## src/rtl/msi_pkg.sv

```systemverilog
package msi_pkg;
  typedef enum logic [1:0] {LS_I = 2'd0, LS_S = 2'd1, LS_E = 2'd2} line_st_e;
  typedef enum logic [1:0] {BC_NONE = 2'd0, BC_RDMISS = 2'd1, BC_WRMISS = 2'd2, BC_WBACK = 2'd3} bus_cmd_e;
  typedef enum logic [1:0] {F_IDLE = 2'd0, F_WBACK = 2'd1, F_MISS = 2'd2} ctl_st_e;
endpackage

```

## src/rtl/msi_line_store.sv

```systemverilog
module msi_line_store
  import msi_pkg::*;
#(
  parameter int IDX_W  = 2,
  parameter int TAG_W  = 6,
  parameter int DATA_W = 16,
  localparam int LINES = 1 << IDX_W
) (
  input  logic              clk_i,
  input  logic              rst_ni,
  input  logic              wr_en_i,
  input  logic [IDX_W-1:0]  wr_idx_i,
  input  logic [TAG_W-1:0]  wr_tag_i,
  input  line_st_e          wr_st_i,
  input  logic [DATA_W-1:0] wr_data_i,
  input  logic              snp_en_i,
  input  logic [IDX_W-1:0]  snp_idx_i,
  input  line_st_e          snp_st_i,
  input  logic [IDX_W-1:0]  cpu_idx_i,
  output line_st_e          cpu_st_o,
  output logic [TAG_W-1:0]  cpu_tag_o,
  output logic [DATA_W-1:0] cpu_data_o,
  output line_st_e          snp_st_o,
  output logic [TAG_W-1:0]  snp_tag_o,
  output logic [DATA_W-1:0] snp_data_o,
  output line_st_e          st_o [LINES]
);
  logic [TAG_W-1:0]  tag_all  [LINES];
  logic [DATA_W-1:0] data_all [LINES];

  for (genvar g = 0; g < LINES; g++) begin : g_line
    line_st_e          st_q;
    logic [TAG_W-1:0]  tag_q;
    logic [DATA_W-1:0] data_q;

    always_ff @(posedge clk_i or negedge rst_ni) begin
      if (!rst_ni) begin
        st_q   <= LS_I;
        tag_q  <= '0;
        data_q <= '0;
      end else begin
        if (wr_en_i && wr_idx_i == IDX_W'(g)) begin
          st_q   <= wr_st_i;
          tag_q  <= wr_tag_i;
          data_q <= wr_data_i;
        end
        // snoop wins the state field
        if (snp_en_i && snp_idx_i == IDX_W'(g)) st_q <= snp_st_i;
      end
    end

    assign st_o[g]     = st_q;
    assign tag_all[g]  = tag_q;
    assign data_all[g] = data_q;
  end

  assign cpu_st_o   = st_o[cpu_idx_i];
  assign cpu_tag_o  = tag_all[cpu_idx_i];
  assign cpu_data_o = data_all[cpu_idx_i];
  assign snp_st_o   = st_o[snp_idx_i];
  assign snp_tag_o  = tag_all[snp_idx_i];
  assign snp_data_o = data_all[snp_idx_i];
endmodule

```

## src/rtl/msi_snoop_logic.sv

```systemverilog
module msi_snoop_logic
  import msi_pkg::*;
#(
  parameter int TAG_W = 6
) (
  input  bus_cmd_e         cmd_i,
  input  logic [TAG_W-1:0] tag_i,
  input  line_st_e         line_st_i,
  input  logic [TAG_W-1:0] line_tag_i,
  output logic             chg_o,
  output line_st_e         new_st_o,
  output logic             abort_o
);
  logic match;
  assign match = (line_st_i != LS_I) && (line_tag_i == tag_i);

  always_comb begin
    chg_o    = 1'b0;
    new_st_o = line_st_i;
    abort_o  = 1'b0;
    unique case (cmd_i)
      BC_RDMISS: if (match && line_st_i == LS_E) begin
        chg_o    = 1'b1;
        new_st_o = LS_S;
        abort_o  = 1'b1;
      end
      BC_WRMISS: if (match) begin
        chg_o    = 1'b1;
        new_st_o = LS_I;
        abort_o  = (line_st_i == LS_E);
      end
      default: ;
    endcase
  end
endmodule

```

## src/rtl/msi_snoop_ctrl.sv

```systemverilog
module msi_snoop_ctrl
  import msi_pkg::*;
#(
  parameter int ADDR_W = 8,
  parameter int IDX_W  = 2,
  parameter int DATA_W = 16
) (
  input  logic              clk_i,
  input  logic              rst_ni,
  input  logic              cpu_req_i,
  input  logic              cpu_we_i,
  input  logic [ADDR_W-1:0] cpu_addr_i,
  input  logic [DATA_W-1:0] cpu_wdata_i,
  output logic [DATA_W-1:0] cpu_rdata_o,
  output logic              cpu_done_o,
  output logic              bus_req_o,
  input  logic              bus_gnt_i,
  output logic [1:0]        bus_cmd_o,
  output logic [ADDR_W-1:0] bus_addr_o,
  output logic [DATA_W-1:0] bus_wdata_o,
  input  logic [DATA_W-1:0] bus_rdata_i,
  input  logic [1:0]        snp_cmd_i,
  input  logic [ADDR_W-1:0] snp_addr_i,
  output logic              snp_abort_o,
  output logic [DATA_W-1:0] snp_data_o
);
  localparam int TAG_W = ADDR_W - IDX_W;
  localparam int LINES = 1 << IDX_W;

  logic [IDX_W-1:0] cpu_idx, snp_idx;
  logic [TAG_W-1:0] cpu_tag, snp_tag;
  assign cpu_idx = cpu_addr_i[IDX_W-1:0];
  assign cpu_tag = cpu_addr_i[ADDR_W-1:IDX_W];
  assign snp_idx = snp_addr_i[IDX_W-1:0];
  assign snp_tag = snp_addr_i[ADDR_W-1:IDX_W];

  line_st_e          cl_st, sl_st, snp_new_st, wr_st;
  logic [TAG_W-1:0]  cl_tag, sl_tag, wr_tag;
  logic [DATA_W-1:0] cl_data, sl_data, wr_data;
  line_st_e          line_st [LINES];
  logic              wr_en, snp_chg, snp_abort;

  msi_line_store #(.IDX_W(IDX_W), .TAG_W(TAG_W), .DATA_W(DATA_W)) i_store (
    .clk_i, .rst_ni,
    .wr_en_i(wr_en), .wr_idx_i(cpu_idx), .wr_tag_i(wr_tag), .wr_st_i(wr_st), .wr_data_i(wr_data),
    .snp_en_i(snp_chg), .snp_idx_i(snp_idx), .snp_st_i(snp_new_st),
    .cpu_idx_i(cpu_idx), .cpu_st_o(cl_st), .cpu_tag_o(cl_tag), .cpu_data_o(cl_data),
    .snp_st_o(sl_st), .snp_tag_o(sl_tag), .snp_data_o(sl_data), .st_o(line_st)
  );

  msi_snoop_logic #(.TAG_W(TAG_W)) i_snoop (
    .cmd_i(bus_cmd_e'(snp_cmd_i)), .tag_i(snp_tag), .line_st_i(sl_st), .line_tag_i(sl_tag),
    .chg_o(snp_chg), .new_st_o(snp_new_st), .abort_o(snp_abort)
  );

  assign snp_abort_o = snp_abort;
  assign snp_data_o  = snp_abort ? sl_data : '0;

  // snoop touching the line the processor is working on
  logic snp_pend, tag_eq, hit, victim_dirty;
  assign snp_pend     = snp_chg && (snp_idx == cpu_idx);
  assign tag_eq       = (cl_tag == cpu_tag);
  assign hit          = cpu_we_i ? (cl_st == LS_E && tag_eq) : (cl_st != LS_I && tag_eq);
  assign victim_dirty = (cl_st == LS_E) && !tag_eq;

  ctl_st_e fsm_q, fsm_d;
  always_ff @(posedge clk_i or negedge rst_ni) begin
    if (!rst_ni) fsm_q <= F_IDLE;
    else         fsm_q <= fsm_d;
  end

  always_comb begin
    fsm_d       = fsm_q;
    cpu_done_o  = 1'b0;
    cpu_rdata_o = '0;
    bus_req_o   = 1'b0;
    bus_cmd_o   = BC_NONE;
    bus_addr_o  = '0;
    bus_wdata_o = '0;
    wr_en       = 1'b0;
    wr_st       = cl_st;
    wr_tag      = cl_tag;
    wr_data     = cl_data;
    unique case (fsm_q)
      F_IDLE: if (cpu_req_i && !snp_pend) begin
        if (hit) begin
          cpu_done_o  = 1'b1;
          cpu_rdata_o = cl_data;
          if (cpu_we_i) begin
            wr_en   = 1'b1;
            wr_data = cpu_wdata_i;
          end
        end else begin
          fsm_d = victim_dirty ? F_WBACK : F_MISS;
        end
      end
      F_WBACK: begin
        bus_req_o   = !snp_pend;
        bus_cmd_o   = BC_WBACK;
        bus_addr_o  = {cl_tag, cpu_idx};
        bus_wdata_o = cl_data;
        if (snp_pend) fsm_d = F_IDLE;
        else if (bus_gnt_i) begin
          wr_en = 1'b1;
          wr_st = LS_I;
          fsm_d = F_MISS;
        end
      end
      F_MISS: begin
        bus_req_o  = !snp_pend;
        bus_cmd_o  = cpu_we_i ? BC_WRMISS : BC_RDMISS;
        bus_addr_o = cpu_addr_i;
        if (snp_pend) fsm_d = F_IDLE;
        else if (bus_gnt_i) begin
          wr_en       = 1'b1;
          wr_tag      = cpu_tag;
          wr_st       = cpu_we_i ? LS_E : LS_S;
          wr_data     = cpu_we_i ? cpu_wdata_i : bus_rdata_i;
          cpu_done_o  = 1'b1;
          cpu_rdata_o = bus_rdata_i;
          fsm_d       = F_IDLE;
        end
      end
      default: fsm_d = F_IDLE;
    endcase
  end

  logic [IDX_W-1:0] snp_idx_q;
  always_ff @(posedge clk_i or negedge rst_ni) begin
    if (!rst_ni) snp_idx_q <= '0;
    else         snp_idx_q <= snp_idx;
  end

  a_r5_hit_no_bus: assert property (@(posedge clk_i) disable iff (!rst_ni)
    cpu_done_o && !bus_gnt_i |-> !bus_req_o);
  a_r4_wback_first: assert property (@(posedge clk_i) disable iff (!rst_ni)
    bus_req_o && (bus_cmd_o == BC_RDMISS || bus_cmd_o == BC_WRMISS) |-> !victim_dirty);
  a_r9_fill_on_grant: assert property (@(posedge clk_i) disable iff (!rst_ni)
    wr_en && fsm_q != F_IDLE |-> bus_gnt_i && !snp_pend);
  a_r10_snoop_first: assert property (@(posedge clk_i) disable iff (!rst_ni)
    cpu_req_i && snp_pend |-> !cpu_done_o);
  a_r7_owner_gives_up: assert property (@(posedge clk_i) disable iff (!rst_ni)
    snp_abort_o |=> line_st[snp_idx_q] != LS_E);
  a_r11_done_has_req: assert property (@(posedge clk_i) disable iff (!rst_ni)
    cpu_done_o |-> cpu_req_i);
endmodule

```

## config.mk

```make
export PLATFORM = sky130hd
export DESIGN_NAME = msi_snoop_ctrl
export DESIGN_NICKNAME = d
export VERILOG_FILES = /design/src/rtl/msi_pkg.sv /design/src/rtl/msi_line_store.sv /design/src/rtl/msi_snoop_logic.sv /design/src/rtl/msi_snoop_ctrl.sv
export SDC_FILE = /design/constraint.sdc
export NUM_CORES = 1
export LEC_CHECK = 0
export BUFFER_PORTS_ARGS = -buffer_cell sky130_fd_sc_hd__buf_4
export CORE_ASPECT_RATIO = 1.4
export CORE_MARGIN = 8
export CORE_UTILIZATION = 58
export CTS_CLUSTER_DIAMETER = 100
export DETAILED_ROUTE_END_ITERATION = 6
export GPL_ROUTABILITY_DRIVEN = 0
export GPL_TIMING_DRIVEN = 0
export PLACE_DENSITY_LB_ADDON = 0.08
export SYNTH_ARGS = -nofsm -noshare
export SYNTH_HDL_FRONTEND = slang
export SYNTH_SLANG_ARGS = --single-unit
export TNS_END_PERCENT = 100
```

## constraint.sdc

```tcl
create_clock -name clk_i -period 5.2 [get_ports clk_i]
set_input_delay 0.78 -clock clk_i [delete_from_list [all_inputs] [get_ports clk_i]]
set_output_delay 0.78 -clock clk_i [all_outputs]
set_load 0.05 [all_outputs]
```

==> impl_results.md <==
- Period utilization: 0.973
- FP Rows: 47
- Vias in the first global route: 6011
- Critical path class: primary input to output pin
- Vias per inst: 6.51
- Worst Path Max Fanout: 10
- Cell at the root of the clock tree: clkbuf_16
- DR vias: 5790
- Wirelength per Cell: 24.3 microns
- Fin. Hold Viols: 0
- Gr usage total: 0.274
- Setup TNS Final: 0 ps
- Total gr overflow: 0
- Seq cells post-synth: 98
- Post-route cell area: 8370 sq um
- Bufs on Longest Clock Path: 2
- Drt first pass iters: 7
- Layout cells sized above 1: 0.400
- Final period demand of the worst path: 5060 ps
- Min-delay worst type: register to register
- H-tree levels: 3
- DRT Wirelength: 21.7 mm
- Sequential area share after synthesis: 0.352
- Worst reg2reg startpoint: i_store.g_line[3].tag_q[5]$_DFFE_PN0P_
- Main synth FF type: dfrtp_1
- Normalized max-slew margin: 0.163
- WHS: 515 ps
- Pwr Density: 557 nW/um^2
- Cell Area, Synth: 6980 sq um
- Required time of the worst setup path: 4420 ps
- Hpwl dp: 15.9 mm
- Distinct cells, synth: 53
- DIE AREA: 15800 sq um
- Placed Cells: 872
- Global-route wire length before repair: 33.3 mm
- F_max: 198 MHz
- WHS Path Cells: 2
- Worst vdd ir: 426 uV
- RSZ-0062 raised after global routing: false
- Final setup viols: 0
- Most common cell after layout, fill and taps aside: buf_4
- I/O Pins: 116
- Pleak: 3.65 nW
- Worst Max-Slew Pin Slew: 1260 ps
- Hold_buf cts: 0
- Final instance count without filler cells: 890
- Hold EP: i_store.g_line[3].tag_q[0]$_DFFE_PN0P_
- Worst reg2reg setup slack: 1490 ps
- Mean Syn Cell Area: 11.4 sq um
- R2r endpoint: i_store.g_line[3].data_q[5]$_DFFE_PN0P_
- Routed Antenna Nets: 0
- Seq. cell area: 2450 sq um
- DR DRC count: 0
- CP startpoint kind: primary input
- Mapped Cells: 612
- CTS tree: yes
- Cells on worst reg2reg path: 8
- Die Y: 146 microns
- # diodes: 0
- Final setup margin: 142 ps
- Initial antenna violation count: 0
- Clock sinks: 98
- Die W: 109 microns
- Clock latency on the worst-skew pair: 350 ps
- Status: finished clean
- Place WS: -525 ps
- Arrival time worst endpoint: 4280 ps
- Total chip power: 4.66 mW
- Nets: 799
- Max Cap Viol: 0
- Post-Route Utilization: 0.712
- Syn Nets: 673
- Synthesis Warnings: 0
- Clock Skews: 9.50 ps
- Critical path endpoint category: output pin
- Syn-to-layout area delta: 20.0%
- Post-synth ARST share: 1.00
- Largest net degree at the start of global routing: 99
- Placed inst area: 8010 sq um
- Commonest non-fill, non-tap cells in the layout: 117 x buf_4, 98 x dfrtp_1, 90 x mux2_2, 46 x nand2_1, 43 x mux4_2
- Fillers: 867
- Initial core utilization: 0.593
- Worst Hold Launch: i_store.g_line[3].tag_q[0]$_DFFE_PN0P_
- PortBufs: 113
- EDFF count, synth: 0
- CTS clk-pin slew, worst paths: 70 ps
- Pins Over Slew Limit: 0
- CORE AREA: 11800 sq um
- Drt first-iter violations: 350
- Footprint of the multi-input gates: 4300 sq um
- Num CTS Buffers: 9
[flip-flops by register name, indices dropped and copies added, names as in the netlist]
register	flops
i_store.g_line.tag_q	24
fsm_q	2
i_store.g_line.st_q	8
i_store.g_line.data_q	64
[area by class of cell]
class	instances	area share
flip-flops and latches	98	0.293
inverters	10	0.00448
well taps	147	0.0220
clock buffers	10	0.0285
multi-input cells	454	0.513
repair buffers	116	0.104
clock inverters	6	0.00941
plain buffers	49	0.0256
[logic make-up after synthesis]
logic type      synth area share
flops                      0.352
simple gates               0.119
fa+ha+maj                 0.0108
xor+xnor                  0.0226
mux                        0.352
buf+inv                   0.0362
compound gates             0.108
[report_power, final]
part	internal, mW	switching (mW)	leakage [nW]	total [mW]
combinational	1.09	1.51	2.28	2.60
clock	0.398	0.321	0.158	0.719
sequential	1.09	0.249	1.22	1.34
total	2.58	2.08	3.65	4.66
[synthesized netlist by cell type, types with 4 or more instances]
cell type / instances / area, sq um
a21oi_1: 22 / 110
a221o_1: 16 / 160
a22o_1: 16 / 140
a22oi_1: 7 / 52.6
and2_1: 19 / 119
and3_1: 4 / 25.0
buf_1: 9 / 33.8
buf_2: 7 / 35.0
clkbuf_1: 31 / 116
dfrtp_1: 98 / 2450
ha_1: 6 / 75.1
inv_1: 10 / 37.5
mux2_2: 90 / 1010
mux2_4: 8 / 120
mux2i_1: 35 / 350
mux4_2: 43 / 968
nand2_1: 46 / 173
nand4_1: 6 / 37.5
nor2_1: 22 / 82.6
nor2b_1: 29 / 181
nor3_1: 7 / 35.0
o211ai_1: 4 / 30.0
o21ai_0: 15 / 75.1
o22ai_1: 4 / 25.0
xnor2_1: 6 / 52.6
xor2_1: 12 / 105
[routing by layer]
metal  part of all wire  track usage
met2               0.50        0.459
met3              0.087       0.0439
met4              0.042        0.144
met1               0.37        0.327
met5                  0            0
[worst max path at each step]
| stage | start | slack (ps) | to |
|---|---|---|---|
| floorplan | snp_addr_i[1] | 630 | snp_data_o[10] |
| global placement | snp_addr_i[1] | -510 | cpu_rdata_o[14] |
| detailed placement | snp_addr_i[1] | -520 | cpu_rdata_o[14] |
| CTS | cpu_addr_i[1] | 70 | cpu_rdata_o[7] |
| global route | snp_addr_i[1] | 30 | snp_data_o[13] |
| finish | snp_addr_i[1] | 140 | snp_data_o[13] |
[what timing repair did]
action	4_1_cts	5_1_grt
setup buffers	0	3
gates resized for setup	4	3
pin swaps	0	1
setup endpoints to repair	20	21
[critical path, cell delays in order]
cell       delay (ps)
buf_2             250
buf_2             370
mux2i_1           320
xor2_1            210
nand4_1           170
mux2i_4           390
and2_0            190
clkbuf_1          260
o2111ai_2         390
clkbuf_1          450
nor2b_1           250
buf_4             230
No activity file was read; power rests on OpenSTA's default activity.
